==> src/rtl/rdiv_pkg.sv <==
package rdiv_pkg;

  // Strobes from the sequencer to the datapath; at most one is high per cycle.
  typedef struct packed {
    logic load;   // capture operands, clear quotient
    logic trial;  // remainder <= remainder - divisor (sign kept)
    logic fix;    // restore if negative, shift quotient and divisor
  } rdivCtl_t;

  typedef enum logic [1:0] {
    ST_IDLE  = 2'd0,
    ST_TRIAL = 2'd1,
    ST_FIX   = 2'd2
  } rdivState_t;

endpackage

==> src/rtl/rdiv_ctrl.sv <==
module rdiv_ctrl
  import rdiv_pkg::*;
#(
  parameter int W = 16
) (
  input  logic     clk,
  input  logic     rstN,
  input  logic     start,
  output rdivCtl_t ctl,
  output logic     busy,
  output logic     done
);

  localparam int STEPS = W + 1;
  localparam int CW    = $clog2(STEPS + 1);

  rdivState_t     state;
  logic [CW-1:0]  stepCnt;
  logic           lastStep;

  assign lastStep = (stepCnt == CW'(STEPS - 1));

  always_comb begin
    ctl       = '0;
    ctl.load  = (state == ST_IDLE) && start;
    ctl.trial = (state == ST_TRIAL);
    ctl.fix   = (state == ST_FIX);
  end

  assign busy = (state != ST_IDLE);

  always_ff @(posedge clk or negedge rstN) begin
    if (!rstN) begin
      state   <= ST_IDLE;
      stepCnt <= '0;
      done    <= 1'b0;
    end else begin
      done <= 1'b0;
      unique case (state)
        ST_IDLE: begin
          if (start) begin
            state   <= ST_TRIAL;
            stepCnt <= '0;
          end
        end
        ST_TRIAL: state <= ST_FIX;
        ST_FIX: begin
          if (lastStep) begin
            state <= ST_IDLE;
            done  <= 1'b1;
          end else begin
            state   <= ST_TRIAL;
            stepCnt <= stepCnt + 1'b1;
          end
        end
        default: state <= ST_IDLE;
      endcase
    end
  end

endmodule

==> src/rtl/rdiv_datapath.sv <==
module rdiv_datapath
  import rdiv_pkg::*;
#(
  parameter int W = 16
) (
  input  logic         clk,
  input  logic         rstN,
  input  rdivCtl_t     ctl,
  input  logic [W-1:0] dividendIn,
  input  logic [W-1:0] divisorIn,
  output logic [W-1:0] quotient,
  output logic [W-1:0] remainder
);

  localparam int DW = 2 * W;

  logic [DW-1:0] remReg;
  logic [DW-1:0] divReg;
  logic [W-1:0]  quoReg;
  logic          negFlag;
  logic [DW:0]   trialDiff;

  // One extra bit so the sign of the trial difference is explicit.
  assign trialDiff = {1'b0, remReg} - {1'b0, divReg};

  always_ff @(posedge clk or negedge rstN) begin
    if (!rstN) begin
      remReg  <= '0;
      divReg  <= '0;
      quoReg  <= '0;
      negFlag <= 1'b0;
    end else if (ctl.load) begin
      remReg  <= {{W{1'b0}}, dividendIn};
      divReg  <= {divisorIn, {W{1'b0}}};
      quoReg  <= '0;
      negFlag <= 1'b0;
    end else if (ctl.trial) begin
      remReg  <= trialDiff[DW-1:0];
      negFlag <= trialDiff[DW];
    end else if (ctl.fix) begin
      if (negFlag) remReg <= remReg + divReg;
      quoReg <= {quoReg[W-2:0], ~negFlag};
      divReg <= divReg >> 1;
    end
  end

  assign quotient  = quoReg;
  assign remainder = remReg[W-1:0];

endmodule

==> src/rtl/restoring_divider.sv <==
module restoring_divider
  import rdiv_pkg::*;
#(
  parameter int W = 16
) (
  input  logic         clk,
  input  logic         rstN,
  input  logic         start,
  input  logic [W-1:0] dividendIn,
  input  logic [W-1:0] divisorIn,
  output logic         busy,
  output logic         done,
  output logic [W-1:0] quotient,
  output logic [W-1:0] remainder
);

  rdivCtl_t ctl;

  rdiv_ctrl #(.W(W)) ctrl_i (
    .clk   (clk),
    .rstN  (rstN),
    .start (start),
    .ctl   (ctl),
    .busy  (busy),
    .done  (done)
  );

  rdiv_datapath #(.W(W)) dp_i (
    .clk        (clk),
    .rstN       (rstN),
    .ctl        (ctl),
    .dividendIn (dividendIn),
    .divisorIn  (divisorIn),
    .quotient   (quotient),
    .remainder  (remainder)
  );

endmodule

==> config.mk <==
export PLATFORM = sky130hd
export DESIGN_NAME = restoring_divider
export DESIGN_NICKNAME = d
export VERILOG_FILES = /design/src/rtl/rdiv_pkg.sv /design/src/rtl/rdiv_ctrl.sv /design/src/rtl/rdiv_datapath.sv /design/src/rtl/restoring_divider.sv
export SDC_FILE = /design/constraint.sdc
export NUM_CORES = 1
export LEC_CHECK = 0
export BUFFER_PORTS_ARGS = -buffer_cell sky130_fd_sc_hd__buf_2
export CORE_MARGIN = 2
export CORE_UTILIZATION = 35
export CTS_BUF_LIST = sky130_fd_sc_hd__clkbuf_16
export CTS_CLUSTER_SIZE = 40
export DETAILED_ROUTE_END_ITERATION = 8
export MAX_ROUTING_LAYER = met4
export PLACE_DENSITY = 0.63
export SLEW_MARGIN = 20
export SYNTH_ARGS = -nofsm -noshare
export SYNTH_HDL_FRONTEND = slang
export SYNTH_HIERARCHICAL = 1
export SYNTH_SLANG_ARGS = --single-unit
==> constraint.sdc <==
create_clock -name clk -period 3 [get_ports clk]
set_input_delay 0.6 -clock clk [delete_from_list [all_inputs] [get_ports clk]]
set_output_delay 0.6 -clock clk [all_outputs]
set_load 0.02 [all_outputs]
* Word-level counts from Yosys, hierarchy flattened
Cells that the tools add are included.
Word-level totals: bits of input ports 35, register bits after elaboration 89, word-level logic and storage cells 48, output and inout port bits 34
Cells by class: bitwise logic cells 1, add/subtract/negate cells 3, muxes and demuxes 20, equal/unequal tests 6, reductions and logical operators 11
Operators by type and width (count):
- $mux W32 | 7
- $mux W16 | 3
- $sub A32 B32 Y33 | 1
- $add A32 B32 Y32 | 1
- $mux W5 | 2
- $pmux W5 S2 | 1
- $reduce_bool A2 Y1 | 4
- $pmux W2 S3 | 1
- $reduce_bool A3 Y1 | 2
- $add A5 B1 Y5 const B | 1
- $eq A5 B5 Y1 const B | 1
- $mux W1 | 5
- $ne A2 B2 Y1 const B | 2
- $reduce_and A2 Y1 | 2
- $reduce_and A3 Y1 | 1
- $eq A2 B1 Y1 const B | 1
- $eq A2 B2 Y1 const B | 1
- $logic_not A2 Y1 | 1
- $mux W2 | 1
- $ne A2 B1 Y1 const B | 1
- $logic_and A1 B1 Y1 | 1
- $not A1 Y1 | 1

* Depth between registers and ports, before layout
Gate-level depths: netlist of run 1.
depth in word-level cells 5, gate-level depth with buffers 12, mapped depth without buffers 12

* Cells and area by module
Netlist of run 1, hierarchy kept.
By module, submodules not included:
- rdiv_datapath | cells an instance 938, times used 1, sequential area each 2026.9 µm², area each 7165.6 µm²
- rdiv_ctrl | cells an instance 38, times used 1, sequential area each 200.2 µm², area each 402.9 µm²

* Worst setup path after synthesis of run 1
No wires, ideal clock.
path type register to register, start point reg dp_i.remReg[0], end point reg dp_i.remReg[30], slack 333 ps, arrival time 2587 ps, cell stages (with the launch flop) 12, clock period less this slack 2667 ps, required time 2920 ps, setup time 80 ps, buffers on the path 0, path through dfrtp_1 ha_1 fa_1 nand2b_4 a2111o_1 o2111ai_2 and3_4 a2111oi_4 o41ai_2 a31oi_1 mux2_1 o211ai_2
On the way: word-level cells in the longest chain between the ends 5, elaborated cells between the ends (all ways) 6, classes of those cells add/sub (2); mux (4)
RTL lines:
- start: declaration | RTL line rdiv_datapath.sv:17 | logic [DW-1:0] remReg;
- start signal: assignment | RTL line rdiv_datapath.sv:33 | remReg <= {{W{1'b0}}, dividendIn};
- start signal: assignment | RTL line rdiv_datapath.sv:38 | remReg <= trialDiff[DW-1:0];
- start signal: assignment | RTL line rdiv_datapath.sv:41 | if (negFlag) remReg <= remReg + divReg;
- $add A32 B32 Y32 | RTL line rdiv_datapath.sv:41
- $mux W32 | RTL line rdiv_datapath.sv:41
- $mux W32 | RTL line rdiv_datapath.sv:40 | end else if (ctl.fix) begin
- $mux W32 (*) | RTL line rdiv_datapath.sv:37 | end else if (ctl.trial) begin
- $mux W32 (*) | RTL line rdiv_datapath.sv:32 | end else if (ctl.load) begin
Mark *: on every way between the ends. The rest lies on a longest branch, timed or not. The select of a mux whose other input is x is not followed. A chain may end at the register's enable or synchronous reset.

* Final worst setup path of run 1
start point reg dp_i.remReg[12], end point reg dp_i.remReg[27]
Same word-level chain as after synthesis.

==> flow_results.org, run 1 <==
** Die
- The floorplan step defined a die boundary enclosing 22820 sq um.
- Core Footprint :: 21150 sq um
- Vertical extent of the die :: 151.1 um
- Starting utilization of the core area :: 35.78%
- During I/O placement, the number of pins put on the boundary was 69.
- Standard-cell rows :: 53
- The floorplan step set the die width to 151.1 um.

** Drt
- Dividing the detail-routed via count by the number of cells gives 5.384.
- Routed wirelength normalized by instance count :: 16.82 um
- Once detail routing completed, the nets flagged for antenna violations numbered 0.
- For this run, the detailed router's first-pass iteration total came to 5.
- The detailed router finished its first iteration with 524 violations.
- For this run, design rule violations remaining after detail routing come to 0.
- The routed design has 22.40 mm of wire.
- Via count of the routed design :: 7172

** STA
- Final setup skew :: 0.01043 ns
- The worst path meets setup with 0.09414 ns of slack.
- Timing would allow up to 344.1 MHz.
- The worst path uses 96.86% of the clock period.
- Setup violations remaining at the end of the flow were counted as 0.
- Hold is met by 0.2338 ns.
- Max-slew violation total from the final report :: 0
- Headroom to the max-slew limit came out at 26.84%.
- Subtracting the final worst setup slack from the clock period gives 2.906 ns.
- Worst-Margin Slew :: 1.093 ns
- The number of hold-slack violations in the final timing report came to 0.

** Place
- OpenSTA, run right after detailed placement, puts the worst setup slack at -0.001365 ns.
- Buffers placed on the I/O ports in this run total 68.
- HPWL Detailed :: 16.53 mm
- Weighted congestion reported at the end of routability-driven placement :: 0.9425
- Placed Area :: 8396 sq um
- Total instance count after detailed placement :: 1309

** GRT
- Entering global routing, the biggest net connects 64 pins.
- The first global-routing pass estimated 36.78 mm of wire.
- The number of global-route vias before repair was 7162.
- Combined global-route utilization of all metal layers :: 20.82%
- Total congestion overflow :: 0
- Initial antenna violation count :: 0

** Critical path
- The critical path is of the reg2reg type.
- Traced cell by cell, the critical path runs through ha_1 -> buf_4 -> nor2b_1 -> o221ai_1 -> a31oi_2 -> o21ai_1 -> a31oi_1 -> buf_4 -> nor2_1 -> a211oi_1 -> xnor2_1 -> a22o_1.
- The largest individual stage delay along the critical path comes from the cell sky130_fd_sc_hd__dfrtp_1.
- Data on the critical path is required at its endpoint by 3.26 ns.
- STA puts the critical path data arrival time at 3.16 ns.
- The worst setup path is captured at a flip-flop.
- The most numerous cell type found on the critical path is sky130_fd_sc_hd__buf_4.
- Worst-path maximum fanout :: 6
- STA classifies the critical path startpoint as a flip-flop.
- The number of cells on the worst reg-to-reg path is 12.
- Crit-path max cell delay :: 0.40 ns

** Synth
- Proportion of synthesized flip-flops having asynchronous set or reset :: 100.0%
- A synthesized cell averages 7.755 sq um.
- Sorting the synthesized cells by area gives the leading types as sky130_fd_sc_hd__dfrtp_1, sky130_fd_sc_hd__ha_1, sky130_fd_sc_hd__a21oi_1, sky130_fd_sc_hd__nand2_1, sky130_fd_sc_hd__nor2_1.
- Synthesized instance count :: 976
- Library cell occupying the most area in the post-synthesis netlist :: sky130_fd_sc_hd__dfrtp_1
- The number of nets handed over by synthesis was 1078.
- The Yosys step of the flow raised 6 warnings.
- Share of Yosys cell area claimed by the top area cell type :: 29.43%
- Proportion of synthesized chip area in sequential cells :: 29.43%
- sky130_fd_sc_hd__nand2_1 is the most common cell in the netlist.
- Synthesis instantiated 89 different standard cells from the library.
- In the synthesized netlist, the cells that appear most often are sky130_fd_sc_hd__nand2_1, sky130_fd_sc_hd__a21oi_1, sky130_fd_sc_hd__dfrtp_1, sky130_fd_sc_hd__nor2_1, sky130_fd_sc_hd__inv_1.
- Number of flops mapped to enable cells by yosys :: 0
- Most instantiated flip-flop cell in the synthesis netlist :: sky130_fd_sc_hd__dfrtp_1
- The synthesized netlist occupies a cell area of 7569 sq um.
- FF+latch count, synth :: 89

** Clock network
- At the later pin of the worst-skew pair, clock insertion delay measures 0.37 ns.
- For this design, the CTS-stage hold fixing added 0 buffers.
- Clock root buffer :: sky130_fd_sc_hd__clkbuf_16
- Number of CTS-inserted buffers :: 9
- Counting along the longest clock path gives a buffer depth of 2.
- Number of levels the H-tree was split into :: 3
- TritonCTS built the clock tree.
- Clock sink count :: 89
- Clock Pin Slew Worst Setup and Hold Paths :: 0.08 ns

** Final layout
- Register area :: 2230 sq um
- Summing all multi-input logic gate instances after layout gives 4952 sq um.
- From synthesis to final layout, the design area changed by 18.66%.
- Post-route design area :: 8981 sq um
- Total of fill cells in the finished design :: 2172
- Of the cells placed in the final design, the portion with a size suffix greater than 1 is 21.67%.
- Antenna diode count :: 0
- Non-Filler Instances :: 1332
- Number of nets in the finished design :: 1154

** Power
- For this design the static power due to leakage is 3.953 nW.
- In this run the power density over the cells is 1207 nW/um^2.
- Across the VDD grid, the largest voltage drop is 0.5240 mV.

** Outcome
- Run status :: complete, no violations

** Run
- The tool flagged a number of max-cap violations equal to 0.

** Min path
- Hold Crit Class :: in2async
## cell families (layout without fill, tap and decap cells)
family | after synthesis | count (layout) | share of synthesized area, %
AOI/OAI and AO/OA | 317 | 317 | 27.10
xor gates and xnor gates | 29 | 29 | 3.356
adders and majority gates | 67 | 67 | 11.27
buffers and inverters | 145 | 226 | 8.233
DFF | 89 | 89 | 29.43
muxes | 8 | 8 | 1.108
and+or+nand+nor | 321 | 321 | 19.51
## per-stage QoR
stage          util, %  setup TNS [ns]  total power, mW
6_report         42.46               0            10.84
5_1_grt          42.46        -0.02568            11.79
4_1_cts          41.18               0            10.48
3_5_place_dp     39.69       -0.001365            9.220
3_3_place_gp     39.69               0            9.190
2_1_floorplan        -               0            7.156
## final timing paths
path                            slack (ns)               to       startpoint
worst max register to register        0.09  dp_i/remReg[27]  dp_i/remReg[12]
worst max-delay path                  0.09  dp_i/remReg[27]  dp_i/remReg[12]
worst min register to register        0.53  dp_i/remReg[18]  dp_i/remReg[18]
min in group clk                      0.44  dp_i/divReg[31]    divisorIn[15]
worst min-delay path                  0.23  dp_i/divReg[18]             rstN
max in group asynchronous             1.99   dp_i/remReg[1]             rstN
## report_power, final
part	internal (mW)	total (mW)	switching [mW]
clock network	0.598	1.20	0.602
logic	3.06	7.70	4.64
registers	1.59	1.94	0.355
## layer usage
layer | wire length (um) | up-vias | track usage, %
met5 | 0 | - | -
met1 | 10690 | 3400 | 27.83
met3 | 1003 | 26 | 2.892
met2 | 10370 | 193 | 33.32
li1 | - | 3553 | -
met4 | 334 | 0 | 5.467
## layout make-up
cell class                      count  share of cell area [%]
Sequential cell                    89                   24.83
Clock buffer                        9                   2.508
Multi-Input combinational cell    742                   55.14
Tap cell                          275                   3.831
Timing Repair Buffer              139                   9.752
Clock inverter                      7                  0.9613
Inverter                           71                   2.981
## critical path: cells and delay by family (launching register included)
kind / cells / cell delay (ns)
AO/OA/AOI/OAI: 6 / 1.30
flip-flops: 1 / 0.40
adder cells (fa/ha/maj): 1 / 0.39
buffers and inverters: 2 / 0.34
AND/OR/NAND/NOR: 2 / 0.26
XOR/XNOR: 1 / 0.10
## placed cells by master, fill, tap and decap left out, types with 9 or more instances in the layout
| cell type | Yosys | layout |
|---|---|---|
| sky130_fd_sc_hd__a21oi_1 | 126 | 123 |
| sky130_fd_sc_hd__buf_2 | 7 | 67 |
| sky130_fd_sc_hd__buf_4 | 16 | 72 |
| sky130_fd_sc_hd__clkbuf_16 | 0 | 9 |
| sky130_fd_sc_hd__dfrtp_1 | 89 | 87 |
| sky130_fd_sc_hd__ha_1 | 65 | 57 |
| sky130_fd_sc_hd__inv_1 | 67 | 67 |
| sky130_fd_sc_hd__nand2_1 | 140 | 140 |
| sky130_fd_sc_hd__nand3_1 | 21 | 21 |
| sky130_fd_sc_hd__nor2_1 | 82 | 80 |
| sky130_fd_sc_hd__nor2b_1 | 12 | 9 |
| sky130_fd_sc_hd__nor3_1 | 15 | 12 |
| sky130_fd_sc_hd__nor4_1 | 9 | 9 |
| sky130_fd_sc_hd__o211ai_1 | 10 | 10 |
| sky130_fd_sc_hd__o21ai_0 | 56 | 56 |
| sky130_fd_sc_hd__o21ai_1 | 12 | 10 |
| sky130_fd_sc_hd__o21bai_1 | 10 | 9 |
| sky130_fd_sc_hd__o31ai_1 | 15 | 14 |
| sky130_fd_sc_hd__xnor2_1 | 25 | 25 |
## sequential cells by signal, indices dropped and copies added (netlist names)
name,cells
ctrl_i/state,2
dp_i/remReg,32
ctrl_i/stepCnt,5
dp_i/divReg,32
dp_i/negFlag,1
ctrl_i/done,1
dp_i/quotient,16
## repair_timing
action | 4_1_cts | 5_1_grt
pin swaps | 1 | 8
hold endpoints to repair | 0 | 0
buffers inserted | 0 | 7
resized for setup | 2 | 43
endpoints found under the setup margin | 1 | 17
(Power assumes the default switching activity.)
==> run 2: changes to the inputs <==
--- a/config.mk
+++ b/config.mk
@@ -5,14 +5,16 @@
 export SDC_FILE = /design/constraint.sdc
 export NUM_CORES = 1
 export LEC_CHECK = 0
+export ABC_AREA = 1
 export BUFFER_PORTS_ARGS = -buffer_cell sky130_fd_sc_hd__buf_2
 export CORE_MARGIN = 2
 export CORE_UTILIZATION = 35
 export CTS_BUF_LIST = sky130_fd_sc_hd__clkbuf_16
 export CTS_CLUSTER_SIZE = 40
 export DETAILED_ROUTE_END_ITERATION = 8
+export HOLD_SLACK_MARGIN = 0.06
 export MAX_ROUTING_LAYER = met4
-export PLACE_DENSITY = 0.63
+export PLACE_DENSITY = 0.62
 export SLEW_MARGIN = 20
 export SYNTH_ARGS = -nofsm -noshare
 export SYNTH_HDL_FRONTEND = slang
==> run 2 against run 1 <==
Clock skew is 0.0039 ns lower. Non-clock buffer count fell by 52. Count of clock-buffer cells in the layout unchanged. Critical path type unchanged. Critical endpoint is now dp_i/remReg[24]. Largest cell class unchanged. Design area grew 8.0%. First-iteration DRC count increased by 35%. Combinational power increased by 14%. Synthesized cell count increased by 51%. Core utilization fell by 3.6 points. Critical path depth up 5.
==> flow_results.org, run 2 <==
** Outcome
- Run status :: complete, no violations

** Clock network
- Number of levels the H-tree was split into :: 3 (unchanged)
- The tree is rooted in a sky130_fd_sc_hd__clkbuf_16.
- TritonCTS built the clock tree.
- Number of CTS-inserted buffers :: 9 (unchanged)
- The maximum root-to-sink buffer count came to 2 (unchanged).
- Worst skew pair latency :: 0.36 ns (about the same)
- Number of gates given a new drive strength after cts :: 0 (-2)
- The buffer count from post-CTS setup fixing was 0 (unchanged).
- Clock sink count :: 89 (unchanged)
- Clock Pin Slew Worst Setup and Hold Paths :: 0.08 ns (about the same)
- The total of hold buffers inserted after clock tree synthesis was 0 (unchanged).

** STA
- The setup TNS after final layout came to 0 ns (unchanged).
- Hold slack :: 0.1951 ns (-0.03869 ns)
- Count of final hold-check violations :: 0 (unchanged)
- RSZ-0062 raised after global routing :: no
- Slew Limit Headroom :: 52.67% (+26 points)
- Setup slack of the critical path after layout :: 0.4504 ns (+0.3563 ns)
- The clock skew after layout was 0.006480 ns (-0.003948 ns).
- The final clock period utilization by the worst path came to 84.99% (-12 points).
- Tmin final :: 2.550 ns (-0.3563 ns)
- Timing-limited maximum frequency :: 392.2 MHz (+14%)
- The final count of negative-setup-slack endpoints was 0 (unchanged).
- The max-slew violation count was 0 (unchanged).
- The actual slew at the worst max-slew pin came to 0.7089 ns (-0.3845 ns).

** Critical path
- STA classifies the critical path startpoint as a flip-flop.
- Traced cell by cell, the critical path runs through inv_1 -> ha_1 -> fa_1 -> inv_1 -> nand3_1 -> nand2_1 -> nand2_1 -> nand2_1 -> nand2_1 -> nand2_1 -> nand2_1 -> nand2_1 -> nand2_1 -> nand2_1 -> nand2_1 -> nand3_1 -> nand2_1.
- The delay of the slowest cell on the worst path came to 0.38 ns (-0.02 ns).
- Critical path buffer and inverter count :: 2 (unchanged)
- On the critical path the largest part of the delay comes from simple AND/OR/NAND/NOR gates.
- The most numerous cell type found on the critical path is sky130_fd_sc_hd__nand2_1.
- Required time reported for the critical path endpoint :: 3.25 ns (about the same)
- Cell with the biggest individual delay on the critical path :: sky130_fd_sc_hd__dfrtp_1
- Worst-path maximum fanout :: 4 (-2)
- STA classifies the critical path endpoint as a flip-flop.
- Arrival time at the worst endpoint :: 2.80 ns (-0.36 ns)
- Type of the worst setup path :: reg2reg

** Final layout
- Total of fill cells in the finished design :: 2829 (+30%)
- Register area :: 2227 sq um (-0.11%)
- Commonest cells after routing, fill and taps aside :: sky130_fd_sc_hd__nand2_1, sky130_fd_sc_hd__inv_1, sky130_fd_sc_hd__nor2_1
- The library cell used most frequently in the layout, excluding fill and tap cells, is sky130_fd_sc_hd__nand2_1.
- The layout cell share with drive strength beyond 1 came to 9.278% (-12 points).
- Area taken by multi-input logic gates :: 5355 sq um (+8.1%)
- From synthesis to final layout, the design area changed by 9.851%.
- The post-layout net count was 1606 (+39%).

** Drt
- The DRC violation count after routing was 0 (unchanged).
- Via count of the routed design :: 9121 (+27%)
- Residual antenna-violating net count after detailed routing :: 0 (unchanged)
- The initial DRC count was 705 (+35%).
- Routed wirelength normalized by instance count :: 15.95 um (-5.2%)
- Drt via density :: 4.957 (-7.9%)
- Wire length reported by the detailed router :: 29.35 mm (+31%)
- Number of iterations in the first detailed-routing pass :: 5 (unchanged)

** Synth
- Most frequent cell after synthesis :: sky130_fd_sc_hd__nand2_1
- sky130_fd_sc_hd__dfrtp_1 takes more of the synthesized area than any other cell.
- Proportion of synthesized chip area in sequential cells :: 25.23% (-4.2 points)
- The count of cell types in the netlist came to 41 (-54%).
- The count of flip-flops with a built-in enable after synthesis is 0 (unchanged).
- Proportion of synthesized flip-flops having asynchronous set or reset :: 100.0% (unchanged)
- Post-synthesis instance area :: 8827 sq um (+17%)
- Synthesized instance count :: 1470 (+51%)
- Biggest area contributors in the synthesized netlist :: sky130_fd_sc_hd__dfrtp_1, sky130_fd_sc_hd__nand2_1, sky130_fd_sc_hd__inv_1, sky130_fd_sc_hd__ha_1, sky130_fd_sc_hd__nand3_1
- Share of Yosys cell area claimed by the top area cell type :: 25.23% (-4.2 points)
- Total of warnings raised by yosys :: 6 (unchanged)
- After synthesis, the most frequently instantiated cells are sky130_fd_sc_hd__nand2_1, sky130_fd_sc_hd__inv_1, sky130_fd_sc_hd__nor2_1, sky130_fd_sc_hd__nand3_1, sky130_fd_sc_hd__dfrtp_1.
- Syn Nets :: 1572 (+46%)
- The synthesized area per cell came to 6.005 sq um (-23%).
- The flip-flop and latch count after synthesis is 89 (unchanged).
- Most instantiated flip-flop cell in the synthesis netlist :: sky130_fd_sc_hd__dfrtp_1

** Die
- Vertical extent of the die :: 162.8 um (+7.8%)
- Starting utilization of the core area :: 35.36% (-0.42 points)
- The horizontal extent of the die was 162.8 um (+7.8%).
- The number of I/O pins is 69 (unchanged).
- Area enclosed by the die boundary :: 26510 sq um (+16%)
- Core Footprint :: 24960 sq um (+18%)
- Standard-cell rows :: 58 (+9.4%)

** Place
- Port Buffer Count :: 68 (unchanged)
- The weighted congestion reported at the end of routability-driven placement is 0.9977 (+5.9%).
- Worst slack at placement :: 0.5084 ns (+0.5098 ns)
- The HPWL after detailed placement was 23.29 mm (+41%).

** Power
- Worst IR Drop VDD :: 0.4108 mV (-22%)
- Power Density :: 1224 nW/um^2 (+1.4%)
- The power consumption was 11.87 mW (+9.5%).
- The leakage power came to 5.427 nW (+37%).

** GRT
- Largest net degree at the start of global routing :: 65 (+1.6%)
- The number of global-route vias before repair came to 8715 (+22%).
- Global-route wire length before repair :: 46.34 mm (+26%)
- The remaining global-route overflow came to 0 (unchanged).
- The total track usage is 23.27% (+2.4 points).
- Initial antenna violation count :: 0 (unchanged)

** Min path
- In this run the worst hold path is classified as in2async.

** Run
- Max-cap viol count :: 0 (unchanged)
run 2: layout make-up:
| class | count | area share [%] |
|---|---|---|
| antenna | 1 | 0.02581 |
| clock buffer | 9 | 2.323 |
| clock inverter | 7 | 0.6452 |
| inverter | 236 | 9.161 |
| multi-input combinational | 1081 | 55.23 |
| sequential | 89 | 22.97 |
| tap | 330 | 4.258 |
| timing repair buffer | 87 | 5.394 |
run 2: per-layer routing:
layer	global-route usage, %	part of all wire, %	up-vias
met4	6.557	2.3	0
met2	36.44	45	226
met5	-	0	-
met3	2.368	5.1	41
li1	-	-	4614
met1	31.97	48	4240
run 2: through the flow:
stage,util (%),instances,cell area [sq um]
after floorplan,-,1470,8827
after global placement,37.68,1823,9407
after detailed placement,37.68,1823,9407
after CTS,38.83,1839,9694
after global routing,38.83,1839,9694
final,38.84,1840,9697
run 2: final timing paths:
kind	endpoint	from	slack (ns)	cells after the start
worst max-delay path	dp_i/remReg[24]	dp_i/remReg[0]	0.45	17
max in group asynchronous	dp_i/remReg[27]	rstN	2.15	2
worst min-delay path	dp_i/remReg[0]	rstN	0.20	1
min in group clk	dp_i/divReg[31]	divisorIn[15]	0.44	3
worst max register to register	dp_i/remReg[24]	dp_i/remReg[0]	0.45	17
worst min register to register	dp_i/remReg[31]	dp_i/remReg[31]	0.50	2
run 2: kinds of logic after synthesis:
family | after synthesis | synth area share (%)
DFF | 89 | 25.23
buffers and inverters | 300 | 14.19
AOI/OAI and AO/OA | 134 | 8.972
and+or+nand+nor | 869 | 40.85
adders and majority gates | 67 | 9.667
xor gates and xnor gates | 11 | 1.092
run 2: report_power, final:
group / switching, mW / internal, mW / total, mW
registers: 0.347 / 1.59 / 1.94
clock network: 0.587 / 0.583 / 1.17
logic: 6.15 / 2.60 / 8.76
==> run 3: changes to the inputs <==
==> constraint.sdc (replaced) <==
create_clock -name clk -period 2.6 [get_ports clk]
set_input_delay 0.52 -clock clk [delete_from_list [all_inputs] [get_ports clk]]
set_output_delay 0.52 -clock clk [all_outputs]
set_load 0.02 [all_outputs]
==> run 3 against run 2 <==
Sequential share of layout area decreased by 0.19 points. Critical endpoint is now dp_i/remReg[26]. Total power up 18%. Critical path type unchanged. Via count rose by 1.8%. Design area increased by 0.85%. Worst setup slack lost 0.23 ns. Sequential power up 14%. Critical path depth fell by 3.
==> flow_results.org, run 3 (synthesis gave the netlist of run 2 again) <==
** GRT
- The number of antenna violations at the first check in global routing is 0 (unchanged).
- Combined global-route utilization of all metal layers :: 23.66% (+0.39 points)
- Total congestion overflow :: 0 (unchanged)
- Global-route wire length before repair :: 47.35 mm (+2.2%)
- The number of global-route vias before repair came to 8931 (+2.5%).
- The pin count of the biggest net entering global routing is 64 (-1.5%).

** Final layout
- Proportion of layout cells with a drive suffix above 1 :: 9.524% (+0.25 points)
- Layout Area Growth over Synthesis :: 10.79%
- Total of fill cells in the finished design :: 2766 (-2.2%)
- The utilization of the core after routing was 39.17% (+0.33 points).
- Post-route design area :: 9779 sq um (+0.85%)
- The final antenna diode count is 0 (-1).
- Leaving out fill and tap cells, the most frequent cell in the layout is sky130_fd_sc_hd__nand2_1.
- Number of nets in the finished design :: 1609 (+0.19%)
- In the layout the commonest cells are sky130_fd_sc_hd__nand2_1, sky130_fd_sc_hd__inv_1, sky130_fd_sc_hd__nor2_1.

** Clock network
- The post-cts resize count came to 0 (unchanged).
- TritonCTS built the clock tree.
- The total of hold buffers inserted after clock tree synthesis came to 0 (unchanged).
- The buffer count from post-CTS setup fixing was 0 (unchanged).
- The later-pin clock latency in the skew report came to 0.37 ns (about the same).
- The total number of clock tree sinks was 89 (unchanged).
- Clock tree synthesis selected as its root buffer the cell sky130_fd_sc_hd__clkbuf_16.
- The maximum root-to-sink buffer count came to 2 (unchanged).
- Clock Pin Slew Worst Setup and Hold Paths :: 0.08 ns (about the same)
- The total number of H-tree levels is 3 (unchanged).
- The number of clock buffers inserted by TritonCTS came to 9 (unchanged).

** Power
- Design internal power :: 5.718 mW (+20%)
- Logic gate share of total power :: 73.6% (-0.2 points)
- Worst IR Drop VDD :: 0.7291 mV (+77%)
- Power Density :: 1432 nW/um^2 (+17%)
- The sequential share of power was 15.9% (-0.4 points).
- Switching share of total power :: 59.16% (-0.57 points)
- The leakage power came to 5.466 nW (+0.72%).
- The net load switching power was 8.284 mW (+17%).
- Part of the total power dissipated in the clock network :: 10.5% (+0.6 points)

** Critical path
- Crit path max-delay family :: simple AND/OR/NAND/NOR gates
- Critical path buffer and inverter count :: 0 (-2)
- The required time of the worst setup path is 2.87 ns (-0.38 ns).
- End of the worst register-to-register path :: dp_i/remReg[26]
- Worst-path maximum fanout :: 4 (unchanged)
- Critical R2R Launch :: dp_i/remReg[0]
- The setup path with the least slack is of type reg2reg.
- The setup slack of the most critical reg-to-reg path is 0.22 ns (-0.23 ns).
- Arrival time at the worst endpoint :: 2.65 ns (-0.15 ns)
- The most critical setup path has its startpoint at dp_i/remReg[0].
- The logic depth of the worst register-to-register path was 14 (-3).
- Crit path cell chain :: ha_1 -> fa_1 -> nand2_1 -> nand2_1 -> nand3_1 -> nand2_1 -> nand2_1 -> nand2_1 -> nand2_1 -> nand2_1 -> nand3_1 -> nand2_1 -> nand3_1 -> nand2_1
- The worst setup path is captured at a flip-flop.
- Crit-path max cell delay :: 0.41 ns (+0.03 ns)
- Most used cell along the critical path :: sky130_fd_sc_hd__nand2_1
- The slowest stage of the critical path belongs to the cell sky130_fd_sc_hd__dfrtp_1.
- The worst setup path is launched from a flip-flop.

** Drt
- The total length of routed met2 wires is 13.14 mm (-0.27%).
- The routed wire length on met3 was 1.878 mm (+26%).
- The routed via count is 9285 (+1.8%).
- # DRC :: 0 (unchanged)
- The routed length per placed instance is 16.00 um (+0.33%).
- The initial DRC count is 909 (+29%).
- Residual antenna-violating net count after detailed routing :: 0 (unchanged)
- Metal-1 WL :: 13.81 mm (-1.4%)
- Number of iterations in the first detailed-routing pass :: 5 (unchanged)
- Wire length reported by the detailed router :: 29.48 mm (+0.44%)
- Drt via density :: 5.041 (+1.7%)
- The highest layer touched by signal routing is met4.

** Place
- Weighted congestion reported at the end of routability-driven placement :: 0.9535 (-4.4%)
- The worst slack at placement was 0.2191 ns (-0.2894 ns).
- The HPWL after detailed placement was 23.43 mm (+0.60%).
- The count of input and output buffers is 68 (unchanged).
- Placed Area :: 9454 sq um (+0.51%)

** STA
- Final setup skew :: 0.01288 ns (+0.006398 ns)
- Count of final setup violators :: 0 (unchanged)
- Count of final hold-check violations :: 0 (unchanged)
- Setup slack of the critical path after layout :: 0.2207 ns (-0.2297 ns)
- Final critical-path share of the clock period :: 91.51% (+6.5 points)
- The max-slew violation count came to 0 (unchanged).
- The time the worst path needs with I/O delays and setup came to 2.379 ns (-0.1703 ns).
- Worst-Margin Slew :: 0.7802 ns (+0.07133 ns)
- Slew Limit Headroom :: 47.99% (-4.7 points)
- RSZ-0062 raised after global routing :: no
- The highest clock frequency the design can meet is 420.3 MHz (+7.2%).
- The setup TNS after final layout was 0 ns (unchanged).

** Die
- Starting utilization of the core area :: 35.36% (unchanged)
- The floorplan die height was 162.8 um (unchanged).
- The placeable core area is 24960 sq um (unchanged).
- The horizontal extent of the die is 162.8 um (unchanged).
- The number of I/O pins is 69 (unchanged).
- Area enclosed by the die boundary :: 26510 sq um (unchanged)
- Standard-cell rows :: 58 (unchanged)

** Outcome
- Run status :: complete, no violations

** Min path
- The tightest min-delay check is of the in2async type.

** Run
- The number of max-cap violations came to 0 (unchanged).
run 3: cell count changes in the layout (fill, tap and decap cells not counted), sizes merged:
cell and change:
buf +3, diode -1, bufinv +1, inv -1
run 3: routing by layer:
layer  global-route usage, %  vias up
li1                        -     4623
met1                   32.64     4307
met2                   36.48      312
met3                   2.801       43
met4                   6.999        0
met5                       -        -
run 3: metrics by stage:
stage / hold WS [ns] / instances / total power, mW
floorplan: 0.2244 / 1470 / 9.532
finish: 0.2283 / 1842 / 14.00
global route: 0.2867 / 1842 / 15.37
detailed placement: 0.4772 / 1826 / 12.37
CTS: 0.2640 / 1842 / 13.91
global placement: 0.4728 / 1826 / 12.34
run 3: worst max-delay path by stage:
| stage | to | slack, ns | depth (start not counted) |
|---|---|---|---|
| after global placement | dp_i/remReg[26] | 0.25 | 14 |
| final | dp_i/remReg[26] | 0.22 | 14 |
| after global routing | dp_i/remReg[14] | 0.05 | 15 |
| after detailed placement | dp_i/remReg[26] | 0.22 | 15 |
| after floorplan | dp_i/remReg[24] | 0.69 | 17 |
| after CTS | dp_i/remReg[26] | 0.23 | 14 |
run 3: cell type report:
class,instances,area [sq um],share of cell area (%)
multi-input cells,1081,5358,54.79
flip-flops and latches,89,2227,22.77
inverters,236,888.4,9.084
repair buffers,90,570.5,5.834
well taps,330,412.9,4.222
clock buffers,9,225.2,2.303
clock inverters,7,97.59,0.9980
run 3: power by group through the flow:
stage / registers (mW) / logic (mW) / clock network (mW)
6_report: 2.22 / 10.3 / 1.47
5_1_grt: 2.28 / 11.5 / 1.56
3_5_place_dp: 2.24 / 10.1 / 0
2_1_floorplan: 2.16 / 7.38 / 0
3_3_place_gp: 2.23 / 10.1 / 0
4_1_cts: 2.22 / 10.2 / 1.51
